File: src/rtl/txd_pkg.sv
package txd_pkg;
  // Flag positions inside the upper halfword of descriptor word 0
  localparam int FB_READY = 15;
  localparam int FB_WRAP  = 14;
  localparam int FB_LAST  = 13;
  localparam int FB_CRC   = 12;

  typedef enum logic [2:0] {
    S_IDLE,
    S_LAUNCH,
    S_HDR,
    S_PTR,
    S_OFFER,
    S_XFER,
    S_WB
  } seq_t;
endpackage

File: src/rtl/txd_cfg.sv
module txd_cfg #(
  parameter int AW    = 32,
  parameter int ALIGN = 4
) (
  input  logic          clk,
  input  logic          rst,
  input  logic          enable,
  input  logic          base_wr,
  input  logic [AW-1:0] base_wdata,
  input  logic          kick,
  input  logic          busy,
  input  logic          take,
  output logic [AW-1:0] base,
  output logic          start_req
);
  localparam logic [AW-1:0] LOW_MASK = AW'(ALIGN - 1);

  logic pend;

  always_ff @(posedge clk) begin
    if (rst) base <= '0;
    else if (base_wr) base <= base_wdata & ~LOW_MASK;
  end

  always_ff @(posedge clk) begin
    if (rst || !enable) pend <= 1'b0;
    else if (kick && busy) pend <= 1'b1;
    else if (take) pend <= 1'b0;
  end

  assign start_req = enable && (kick || pend);

  // a kick taken while busy must still be asking for a start next cycle
  assert_kick_kept_R8: assert property (@(posedge clk) disable iff (rst)
    enable && kick && busy |=> (start_req || !enable));

  // a kick with the controller disabled leaves nothing pending
  assert_kick_dropped_R9: assert property (@(posedge clk) disable iff (rst)
    !enable && kick |=> !start_req || kick);
endmodule

File: src/rtl/txd_ptr.sv
module txd_ptr #(
  parameter int AW     = 32,
  parameter int STRIDE = 8
) (
  input  logic          clk,
  input  logic          rst,
  input  logic          enable,
  input  logic [AW-1:0] base,
  input  logic          advance,
  input  logic          wrap,
  output logic [AW-1:0] cur
);
  always_ff @(posedge clk) begin
    if (rst || !enable) cur <= base;
    else if (advance) cur <= wrap ? base : cur + AW'(STRIDE);
  end

  // disabled controller parks the walker at the ring base
  assert_park_base_R9: assert property (@(posedge clk) disable iff (rst)
    !enable |=> cur == $past(base));
endmodule

File: src/rtl/txd_seq.sv
module txd_seq
  import txd_pkg::*;
#(
  parameter int AW    = 32,
  parameter int DW    = 32,
  parameter int LEN_W = 16
) (
  input  logic            clk,
  input  logic            rst,
  input  logic            enable,
  input  logic            start_req,
  input  logic [AW-1:0]   cur,
  output logic            busy,
  output logic            take,
  output logic            advance,
  output logic            wrap,
  output logic            mem_req,
  output logic            mem_we,
  output logic [DW/8-1:0] mem_be,
  output logic [AW-1:0]   mem_addr,
  output logic [DW-1:0]   mem_wdata,
  input  logic [DW-1:0]   mem_rdata,
  input  logic            mem_ack,
  output logic            dm_valid,
  input  logic            dm_ready,
  output logic [DW-1:0]   dm_ptr,
  output logic [LEN_W-1:0] dm_len,
  output logic            dm_last,
  output logic            dm_crc,
  input  logic            dm_done
);
  localparam int HW      = DW / 2;
  localparam int BE_W    = DW / 8;
  localparam int WORD_B  = DW / 8;
  localparam logic [BE_W-1:0] UPPER_BE = {{(BE_W/2){1'b1}}, {(BE_W/2){1'b0}}};
  localparam logic [HW-1:0]   RDY_MASK = HW'(1) << FB_READY;

  seq_t          state;
  logic          second;
  logic [HW-1:0] flags;

  assign busy    = (state != S_IDLE);
  assign take    = (state == S_IDLE) && start_req;
  assign advance = (state == S_WB) && mem_ack;
  assign wrap    = flags[FB_WRAP];

  always_ff @(posedge clk) begin
    if (rst || !enable) begin
      state     <= S_IDLE;
      second    <= 1'b0;
      flags     <= '0;
      mem_req   <= 1'b0;
      mem_we    <= 1'b0;
      mem_be    <= '0;
      mem_addr  <= '0;
      mem_wdata <= '0;
      dm_valid  <= 1'b0;
      dm_ptr    <= '0;
      dm_len    <= '0;
      dm_last   <= 1'b0;
      dm_crc    <= 1'b0;
    end else begin
      case (state)
        S_IDLE: begin
          if (start_req) begin
            second <= 1'b0;
            state  <= S_LAUNCH;
          end
        end
        S_LAUNCH: begin
          mem_req  <= 1'b1;
          mem_we   <= 1'b0;
          mem_be   <= '0;
          mem_addr <= cur;
          state    <= S_HDR;
        end
        S_HDR: begin
          if (mem_ack) begin
            if (mem_rdata[HW + FB_READY]) begin
              flags    <= mem_rdata[DW-1:HW];
              dm_len   <= mem_rdata[LEN_W-1:0];
              second   <= 1'b0;
              mem_addr <= cur + AW'(WORD_B);
              state    <= S_PTR;
            end else if (!second) begin
              second  <= 1'b1;
              mem_req <= 1'b0;
              state   <= S_LAUNCH;
            end else begin
              mem_req <= 1'b0;
              state   <= S_IDLE;
            end
          end
        end
        S_PTR: begin
          if (mem_ack) begin
            mem_req  <= 1'b0;
            dm_ptr   <= mem_rdata;
            dm_last  <= flags[FB_LAST];
            dm_crc   <= flags[FB_CRC];
            dm_valid <= 1'b1;
            state    <= S_OFFER;
          end
        end
        S_OFFER: begin
          if (dm_ready) begin
            dm_valid <= 1'b0;
            state    <= S_XFER;
          end
        end
        S_XFER: begin
          if (dm_done) begin
            mem_req   <= 1'b1;
            mem_we    <= 1'b1;
            mem_be    <= UPPER_BE;
            mem_addr  <= cur;
            mem_wdata <= {flags & ~RDY_MASK, {HW{1'b0}}};
            state     <= S_WB;
          end
        end
        S_WB: begin
          if (mem_ack) begin
            mem_req <= 1'b0;
            mem_we  <= 1'b0;
            mem_be  <= '0;
            state   <= S_LAUNCH;
          end
        end
        default: state <= S_IDLE;
      endcase
    end
  end

  // request, address and direction held until acknowledged
  assert_req_hold_R11: assert property (@(posedge clk) disable iff (rst)
    enable && mem_req && !mem_ack |=> mem_req && $stable(mem_addr) && $stable(mem_we));

  // write-back touches only the flag halfword and releases the descriptor
  assert_wb_release_R4: assert property (@(posedge clk) disable iff (rst)
    mem_req && mem_we |-> (mem_be == UPPER_BE) && !mem_wdata[DW-1]);

  // offer held stable until accepted
  assert_offer_hold_R3: assert property (@(posedge clk) disable iff (rst)
    enable && dm_valid && !dm_ready |=> dm_valid && $stable(dm_ptr) && $stable(dm_len));

  // every access uses a word-aligned address
  assert_word_addr_R10: assert property (@(posedge clk) disable iff (rst)
    mem_req |-> mem_addr[1:0] == 2'b00);

  // an idle walker without a start issues no request next cycle
  assert_idle_quiet_R6: assert property (@(posedge clk) disable iff (rst)
    state == S_IDLE && !start_req && !mem_req |=> !mem_req);
endmodule

File: src/rtl/txd_ring_fetcher.sv
module txd_ring_fetcher #(
  parameter int AW    = 32,
  parameter int DW    = 32,
  parameter int LEN_W = 16
) (
  input  logic             clk,
  input  logic             rst,
  input  logic             enable,
  input  logic             base_wr,
  input  logic [AW-1:0]    base_wdata,
  input  logic             kick,
  output logic             mem_req,
  output logic             mem_we,
  output logic [DW/8-1:0]  mem_be,
  output logic [AW-1:0]    mem_addr,
  output logic [DW-1:0]    mem_wdata,
  input  logic [DW-1:0]    mem_rdata,
  input  logic             mem_ack,
  output logic             dm_valid,
  input  logic             dm_ready,
  output logic [DW-1:0]    dm_ptr,
  output logic [LEN_W-1:0] dm_len,
  output logic             dm_last,
  output logic             dm_crc,
  input  logic             dm_done
);
  localparam int WORD_B = DW / 8;
  localparam int STRIDE = 2 * WORD_B;

  logic [AW-1:0] base;
  logic [AW-1:0] cur;
  logic          start_req;
  logic          busy;
  logic          take;
  logic          advance;
  logic          wrap;

  txd_cfg #(.AW(AW), .ALIGN(WORD_B)) u_cfg (
    .clk(clk), .rst(rst), .enable(enable),
    .base_wr(base_wr), .base_wdata(base_wdata),
    .kick(kick), .busy(busy), .take(take),
    .base(base), .start_req(start_req)
  );

  txd_ptr #(.AW(AW), .STRIDE(STRIDE)) u_ptr (
    .clk(clk), .rst(rst), .enable(enable),
    .base(base), .advance(advance), .wrap(wrap), .cur(cur)
  );

  txd_seq #(.AW(AW), .DW(DW), .LEN_W(LEN_W)) u_seq (
    .clk(clk), .rst(rst), .enable(enable),
    .start_req(start_req), .cur(cur),
    .busy(busy), .take(take), .advance(advance), .wrap(wrap),
    .mem_req(mem_req), .mem_we(mem_we), .mem_be(mem_be),
    .mem_addr(mem_addr), .mem_wdata(mem_wdata),
    .mem_rdata(mem_rdata), .mem_ack(mem_ack),
    .dm_valid(dm_valid), .dm_ready(dm_ready),
    .dm_ptr(dm_ptr), .dm_len(dm_len),
    .dm_last(dm_last), .dm_crc(dm_crc), .dm_done(dm_done)
  );
endmodule

File: config.mk
export PLATFORM = sky130hd
export DESIGN_NAME = txd_ring_fetcher
export DESIGN_NICKNAME = d
export VERILOG_FILES = /design/src/rtl/txd_pkg.sv /design/src/rtl/txd_cfg.sv /design/src/rtl/txd_ptr.sv /design/src/rtl/txd_seq.sv /design/src/rtl/txd_ring_fetcher.sv
export SDC_FILE = /design/constraint.sdc
export NUM_CORES = 1
export LEC_CHECK = 0
export ABC_AREA = 1
export BUFFER_PORTS_ARGS = -buffer_cell sky130_fd_sc_hd__buf_2
export CAP_MARGIN = 40
export CORE_ASPECT_RATIO = 0.9
export CORE_MARGIN = 5
export CORE_UTILIZATION = 50
export DETAILED_ROUTE_END_ITERATION = 8
export PLACE_DENSITY = 0.74
export SYNTH_ARGS = -nofsm -noshare
export SYNTH_HDL_FRONTEND = slang
export SYNTH_SLANG_ARGS = --single-unit
File: constraint.sdc
create_clock -name clk -period 5.4 [get_ports clk]
set_input_delay 1.08 -clock clk [delete_from_list [all_inputs] [get_ports clk]]
set_output_delay 1.08 -clock clk [all_outputs]
set_load 0.01 [all_outputs]
==> results of run 1 <==
[power by group through the flow]
stage | combinational (mW) | sequential (mW) | clock (mW)
after floorplan | 0.180 | 1.50 | 0
final | 0.255 | 1.49 | 1.24
after detailed placement | 0.252 | 1.51 | 0
after global routing | 0.288 | 1.49 | 1.32
after CTS | 0.253 | 1.48 | 1.26
after global placement | 0.245 | 1.51 | 0
[state kept, by name, summed over array words and instances (netlist names), 3 cells and up]
name	flops
u_seq.dm_ptr	32
u_seq.mem_wdata	15
u_seq.flags	15
u_seq.mem_addr	32
u_ptr.cur	32
u_seq.state	3
u_cfg.base	30
u_seq.dm_len	16
[tightest hold or removal path, stage by stage (launching register included)]
cell,delay (ns)
dfxtp_1,0.30
inv_1,0.05
a21oi_1,0.05
[through the flow]
step | util [%] | hold WS, ns | std cells | instance area [um^2] | worst slack (ns)
floorplan | - | 0.436 | 1107 | 8320 | 1.40
global placement | 56.2 | 0.429 | 1421 | 9090 | 2.29
detailed placement | 56.5 | 0.432 | 1423 | 9140 | 2.24
CTS | 60.1 | 0.442 | 1455 | 9720 | 2.70
global route | 60.1 | 0.460 | 1455 | 9720 | 2.54
finish | 60.1 | 0.441 | 1455 | 9720 | 2.72
[synth_stat cells]
cell	number	area [um^2]
o22ai_1	2	12.5
a211oi_1	1	7.51
o31ai_4	1	21.3
nor2_4	4	45.0
o31ai_1	1	7.51
nand3_1	45	225
xor2_1	19	166
edfxtp_1	32	961
nor3_1	6	30.0
clkbuf_1	32	120
nor2_1	144	541
dfxtp_1	150	3000
xnor2_1	10	87.6
conb_1	1	3.75
and2_1	1	6.26
o21ai_1	30	150
nor2_2	3	18.8
buf_1	3	11.3
inv_1	117	439
o2111ai_1	1	8.76
nand4_1	8	50.1
nor2_8	1	20.0
o21ai_0	104	521
a21boi_0	3	22.5
mux2i_1	4	40.0
a21oi_1	104	521
buf_4	25	188
a21oi_2	10	87.6
buf_6	4	45.0
or2_2	6	37.5
inv_2	6	22.5
nor3b_1	1	7.51
buf_2	5	25.0
nand3b_1	1	7.51
ha_1	2	25.0
nand2_1	200	751
nand2_2	2	12.5
[per-layer routing]
metal	global-route usage [%]	up-vias	part of all wire (%)	routed length, um
met5	0	-	0	0
li1	-	3765	-	-
met3	5.26	28	7.6	1600
met1	32.3	3224	49	10400
met4	6.01	0	1.8	387
met2	31.1	268	41	8740
[kinds of logic (layout without fill, tap and decap cells)]
family / after synthesis / in the layout / synth area share, %
multiplexers: 4 / 4 / 0.485
buffers and inverters: 192 / 333 / 10.3
AND/OR/NAND/NOR: 422 / 422 / 21.2
AO/OA/AOI/OAI: 257 / 257 / 16.5
other: 1 / 19 / 0.0455
flip-flops: 182 / 182 / 48.1
XOR/XNOR: 29 / 29 / 3.08
adder cells (fa/ha/maj): 2 / 2 / 0.303
[final cells by class]
| class | count | area [um^2] |
|---|---|---|
| clock buffers | 18 | 450 |
| repair buffers | 178 | 936 |
| flip-flops and latches | 182 | 3960 |
| fillers | 1502 | 6460 |
| inverters | 123 | 462 |
| multi-input cells | 733 | 3520 |
| well taps | 207 | 259 |
| clock inverters | 14 | 136 |
[worst max-delay path by stage]
stage,slack (ns),to,startpoint,cells after the start
floorplan,1.40,u_ptr.cur[2],mem_ack,4
global route,2.54,u_ptr.cur[2],rst,8
global placement,2.29,u_ptr.cur[2],rst,7
CTS,2.70,u_ptr.cur[2],rst,8
detailed placement,2.24,u_ptr.cur[2],rst,8
finish,2.72,u_ptr.cur[2],rst,8
[layout by cell type (no fill, tap or decap), drive strengths merged, types with 2 or more instances in the layout]
| cell | count |
|---|---|
| or2 | 6 |
| a21oi | 114 |
| xnor2 | 10 |
| ha | 2 |
| o22ai | 2 |
| nand2 | 202 |
| o31ai | 2 |
| mux2i | 4 |
| dfxtp | 150 |
| edfxtp | 32 |
| nand3 | 45 |
| buf | 178 |
| xor2 | 19 |
| inv | 132 |
| nand4 | 8 |
| clkinv | 4 |
| conb | 19 |
| clkbuf | 18 |
| nor3 | 6 |
| nor2 | 152 |
| a21boi | 3 |
| o21ai | 134 |
==> summary.md, run 1 <==
| Metric | Value |
|---|---|
| Hold Startpoint | u_seq.dm_ptr[23] |
| VDD IR max | 242 uV |
| Ant diodes | 0 |
| Die area | approximately 0.019 mm^2 |
| Post-Syn Area | 0.00825 mm^2 |
| Final setup vio count | 0 |
| Worst path bufs/invs | 5 |
| Rel. slew slack | a little over two fifths |
| Number of global-route vias before repair | between 6000 and 7000 |
| Final Total Pwr | between 2 and 3 mW |
| Final Max Slew Viols | 0 |
| PwrDens | approximately 300 mW/mm^2 |
| Area growth syn-to-layout | 17.9% |
| Hold endpoint | u_seq.dm_ptr[23] |
| Internal | 2.20 mW |
| Via count | ~7300 |
| CTS tree | built |
| Total iterations of the first detailed-routing run | 7 |
| Worst clock skew | around 0.0086 ns |
| Initial antenna violation count | 0 |
| Chip width | 145 um |
| Core Region | 0.0162 mm^2 |
| Worst Hold Depth | 2 |
| Routed vias/inst | approximately 5.0 |
| Clock share of power | approximately two fifths |
| Total number of yosys warnings | 0 |
| Crit path capture type | flip-flop |
| CP peak stage delay | approximately 0.46 ns |
| Layout cell share with drive strength beyond 1 | between 10% and 20% |
| Detail Route Antenna Nets | 0 |
| Slowest cell on the critical path | buf_2 |
| I/O Pins | between 150 and 200 |
| Maximum clock insertion buffer count | 2 |
| Row count | between 40 and 50 |
| Initial core utilization | about half |
| Worst path top cell family by delay | buffers and inverters |
| Leak pwr | between 4 and 5 nW |
| Distinct cells, synth | 37 |
| Worst-path clk slew | around 0.070 ns |
| Critical path peak fanout | 76 |
| Final layout net count | approximately 1300 |
| Synth Register Bits | 182 |
| RR Startpoint | u_ptr.cur[3] |
| Max cap viols | 0 |
| Pin count of the biggest net entering global routing | 77 |
| Register area share after synthesis | between 40% and 50% |
| Most Frequent Cell on Critical Path | buf_4 |
| Fmax | 373 MHz |
| Number of DRC markers in iteration 0 | 469 |
| Worst slew pin tran | a little under 0.9 ns |
| Worst r2r dst | u_seq.mem_addr[19] |
| Grt ovf | 0 |
| Hold Fails Final Rpt | 0 |
| Die height | 132 um |
| Worst EP arrival | 2.82 ns |
| Crit path cell chain | buf_2, nor2_4, buf_4, buf_16, o21ai_2, buf_4, inv_1, nor2_1 |
| Post-Syn Instances | ~1100 |
| HPWL Detailed | around 16000 um |
| Tmin final | between 2 and 3 ns |
| Total CTS buffers | 17 |
| Remaining DRCs | 0 |
| Aggregate negative setup slack | 0 ns |
| Total GRT Usage | a little over a fifth |
| Status | finished clean |
| Port bufs | around 170 |
| Switching pwr | a little under 0.8 mW |
| Sequential share of power | approximately half |
| WL per Instance | 14.5 um |
| Placer congestion estimate | approximately 0.96 |
| CP startpoint kind | input pin |
| Avg Inst Size Synth | around 7.6 um^2 |
| Root Buffer | clkbuf_16 |
| WP data required | 5.54 ns |
| Switching share of total power | 26.0% |
| Reg2Reg Depth | 8 |
| First-pass GRT wire length | between 30000 and 40000 um |
| CTS Hold Bufs | 0 |
| Clk sinks | 182 |
| Worst-Skew Late Latency | 0.43 ns |
| Post-CTS setup buffer count | 0 |
| Worst min path class | reg -> reg |
| Combinational power share | under 10% |
| Worst reg-to-reg setup slack | slightly below 3 ns |
| Crit Path Class | in -> reg |
| H-tree depth | 4 |
| # resized after CTS | 0 |
| Routed WL | 21200 um |
| Final period util | around 50% |
| RSZ-0062 raised after global routing | false |
Power figures use the tool's default switching activity.
==> run 2: changes to the inputs <==
Settings changed: ABC_AREA 1 to 0, CORE_UTILIZATION 50 to 48, PLACE_DENSITY 0.74 to 0.75.
Clock period 5.4 ns to 2.3 ns, I/O delays scaled along.
==> summary.md, run 2 <==
| Metric | Value |
|---|---|
| Initial core utilization | 48.7% (-2.3 points) |
| Leading cell type in the layout, fill and taps excluded | nand2_1 |
| Crit path capture type | flip-flop |
| Largest registers | u_ptr.cur x32, u_seq.dm_ptr x32, u_seq.mem_addr x32 |
| Worst clock skew | 0.00851 ns (-0.000119 ns) |
| PwrDens | 718 mW/mm^2 (+130%) |
| Tmin final | 2.05 ns |
| Number of DRC markers in iteration 0 | 594 (+27%) |
| Simple-Gate Fraction of Synth Area | 20.6% (-0.67 points) |
| Post-CTS setup buffer count | 0 (unchanged) |
| Ant diodes | 0 (unchanged) |
| Worst-path clk slew | 0.07 ns (about the same) |
| Critical path peak fanout | 5 (-93%) |
| Post-synth top area cell | dfxtp_1 |
| Chip width | 145 um (-0.56%) |
| Total CTS buffers | 17 (unchanged) |
| Crit Path Class | reg -> reg |
| Worst EP arrival | 2.22 ns (-0.60 ns) |
| Max cap viols | 0 (unchanged) |
| Fillers | 1444 (-3.9%) |
| Placer congestion estimate | 0.913 (-4.4%) |
| Total GRT Usage | 20.0% (-1.6 points) |
| Routed vias/inst | 5.16 (+3.1%) |
| Worst min path class | in -> reg |
| CTS Hold Bufs | 0 (unchanged) |
| EDFF count, synth | 32 (unchanged) |
| # resized after CTS | 0 (unchanged) |
| Post-synthesis mux area share | 4.37% (+3.9 points) |
| Final setup vio count | 0 (unchanged) |
| Rel. slew slack | 63.9% (+22 points) |
| WL per Instance | 15.1 um (+3.5%) |
| Hold Startpoint | base_wdata[4] |
| I/O Pins | 193 (unchanged) |
| Initial antenna violation count | 0 (unchanged) |
| Status | finished clean |
| Hold Fails Final Rpt | 0 (unchanged) |
| Distinct cells, synth | 49 (+32%) |
| VDD IR max | 535 uV (+120%) |
| Post-synthesis compound-gate area fraction | 12.4% (-4.1 points) |
| Top cells by area, synth | dfxtp_1 38%, edfxtp_1 12%, nand2_1 9.2%, a21oi_1 8.5%, nor2_1 4.4% |
| Remaining DRCs | 0 (unchanged) |
| RSZ-0062 raised after global routing | false |
| Detail Route Antenna Nets | 0 (unchanged) |
| Port bufs | 171 (unchanged) |
| Pin count of the biggest net entering global routing | 106 (+38%) |
| Synth Register Bits | 182 (unchanged) |
| Die area | 0.0190 mm^2 (-1.1%) |
| Final Max Slew Viols | 0 (unchanged) |
| Core Region | 0.0161 mm^2 (-0.68%) |
| Synth top cells by count | 191 x nand2_1, 150 x dfxtp_1, 133 x a21oi_1 |
| Register area share after synthesis | 50.7% (+2.6 points) |
| Post-Synth Adder-Cell Area | 0.320% (+0.016 points) |
| Leak pwr | 3.79 nW (-9.8%) |
| CTS tree | built |
| Area share of the leading cell type in the synthesized netlist | 38.4% (+2.0 points) |
| Clk sinks | 182 (unchanged) |
| Post-synthesis xor/xnor area fraction | 6.16% (+3.1 points) |
| Routed WL | 19300 um (-8.9%) |
| WP data required | 2.47 ns (-3.07 ns) |
| Setup WS pre-CTS | 0.262 ns (-1.98 ns) |
| Root Buffer | clkbuf_16 |
| Asr flop ratio synth | 0% (unchanged) |
| Worst r2r dst | u_ptr.cur[21] |
| Post-Route Utilization | 58.9% (-1.2 points) |
| Slowest cell on the critical path | or4_4 |
| Reg2Reg Depth | 6 (-2) |
| Maximum clock insertion buffer count | 2 (unchanged) |
| CP startpoint kind | flip-flop |
| Worst slew pin tran | 0.537 ns (-0.334 ns) |
| Most frequent cells in the layout | 191 x nand2_1, 171 x buf_2, 150 x dfxtp_1, 133 x a21oi_1, 91 x nor2_1 |
| Largest family of logic cells by synthesized area | simple AND/OR/NAND/NOR gates |
| Worst-Skew Late Latency | 0.43 ns (about the same) |
| Post-synth top flop | dfxtp_1 |
| Fmax | 487 MHz |
| Avg Inst Size Synth | 8.63 um^2 (+14%) |
| Grt ovf | 0 (unchanged) |
| Crit path cell chain | ha_1, nand3_2, or4_4, nor2_1, xnor2_1, a21oi_1 |
| Area growth syn-to-layout | 21.1% |
| Top-count cell post-synth | nand2_1 |
| Aggregate negative setup slack | 0 ns (unchanged) |
| Min Hold Slack | 0.264 ns (-0.177 ns) |
| Worst setup path end | u_ptr.cur[21] |
| Number of global-route vias before repair | 5990 (-9.6%) |
| Post-Syn Area | 0.00782 mm^2 (-5.1%) |
| Final period util | a little under 90% |
| First-pass GRT wire length | 30800 um (-9.3%) |
| RR Startpoint | u_ptr.cur[3] |
| Row count | 44 (unchanged) |
| Total iterations of the first detailed-routing run | 5 (-2) |
| Final layout net count | 1136 (-13%) |
| Post-Syn Instances | 907 (-17%) |
| Die height | 131 um (-0.55%) |
| HPWL Detailed | 13700 um (-12%) |
| Crit path from | u_ptr.cur[3] |
| Total number of yosys warnings | 0 (unchanged) |
| CP peak stage delay | 0.60 ns (+0.14 ns) |
| Via count | 6610 (-9.3%) |
| Worst Setup Slack, final | 0.248 ns (-2.47 ns) |
| Worst reg-to-reg setup slack | 0.25 ns (-2.70 ns) |
| Layout cell share with drive strength beyond 1 | 23.4% (+3.7 points) |
| H-tree depth | 4 (unchanged) |
[run 2: cell types whose count changed in the layout (fill, tap and decap cells not counted), sizes merged, moves of 20 or more]
cell   delta
inv     -122
o21ai   -112
nor2     -60
mux2i    +29
buf      +26
nand3    -23
a21oi    +20
[run 2: how the worst min path moves through the flow]
stage / to / cells after the start
final: u_cfg.base[4] / 3
after global routing: u_seq.dm_ptr[8] / 3
after CTS: u_cfg.base[7] / 3
after detailed placement: u_seq.dm_ptr[11] / 2
after global placement: u_seq.mem_wdata[16] / 2
after floorplan: u_seq.mem_wdata[16] / 2
[run 2: cell type report]
class                      count  area (um^2)  share of cell area [%]
inverter                       4         15.0                   0.158
timing repair buffer         204         1150                    12.2
multi-input combinational    653         3520                    37.1
clock inverter                14          138                    1.45
sequential                   182         3960                    41.8
clock buffer                  17          425                    4.49
tap                          207          259                    2.73
[run 2: power breakdown]
| group | switching [mW] | internal, mW | leakage [nW] |
|---|---|---|---|
| clock | 1.32 | 1.43 | 0.278 |
| combinational | 0.331 | 0.238 | 1.95 |
| sequential | 0.118 | 3.36 | 1.56 |
[run 2: routing by layer]
metal | vias to the layer above | global-route usage, % | wire (um)
met1 | 3025 | 30.5 | 9420
met4 | 0 | 5.44 | 266
met5 | - | 0 | 0
met2 | 225 | 27.7 | 8170
li1 | 3342 | - | -
met3 | 18 | 5.70 | 1420
[run 2: through the flow]
stage | area, um^2 | power [mW] | instances
floorplan | 7890 | 3.91 | 925
global placement | 8910 | 4.11 | 1250
detailed placement | 8910 | 4.11 | 1250
CTS | 9470 | 6.87 | 1281
global route | 9470 | 7.08 | 1281
finish | 9470 | 6.80 | 1281
[run 2: worst max-delay path, delay by kind of cell, from the launching register on]
kind,cells,cell delay [ns]
and+or+nand+nor,3,0.86
DFF,1,0.46
adders and majority gates,1,0.26
xor gates and xnor gates,1,0.13
AOI/OAI and AO/OA,1,0.08
[run 2: cells by family (layout without fill, tap and decap cells)]
logic type | after synthesis | count (layout)
flops | 182 | 182
simple gates | 364 | 364
compound gates | 179 | 179
mux | 34 | 34
xor+xnor | 55 | 55
fa+ha+maj | 2 | 2
other cells | 1 | 19
buf+inv | 90 | 239
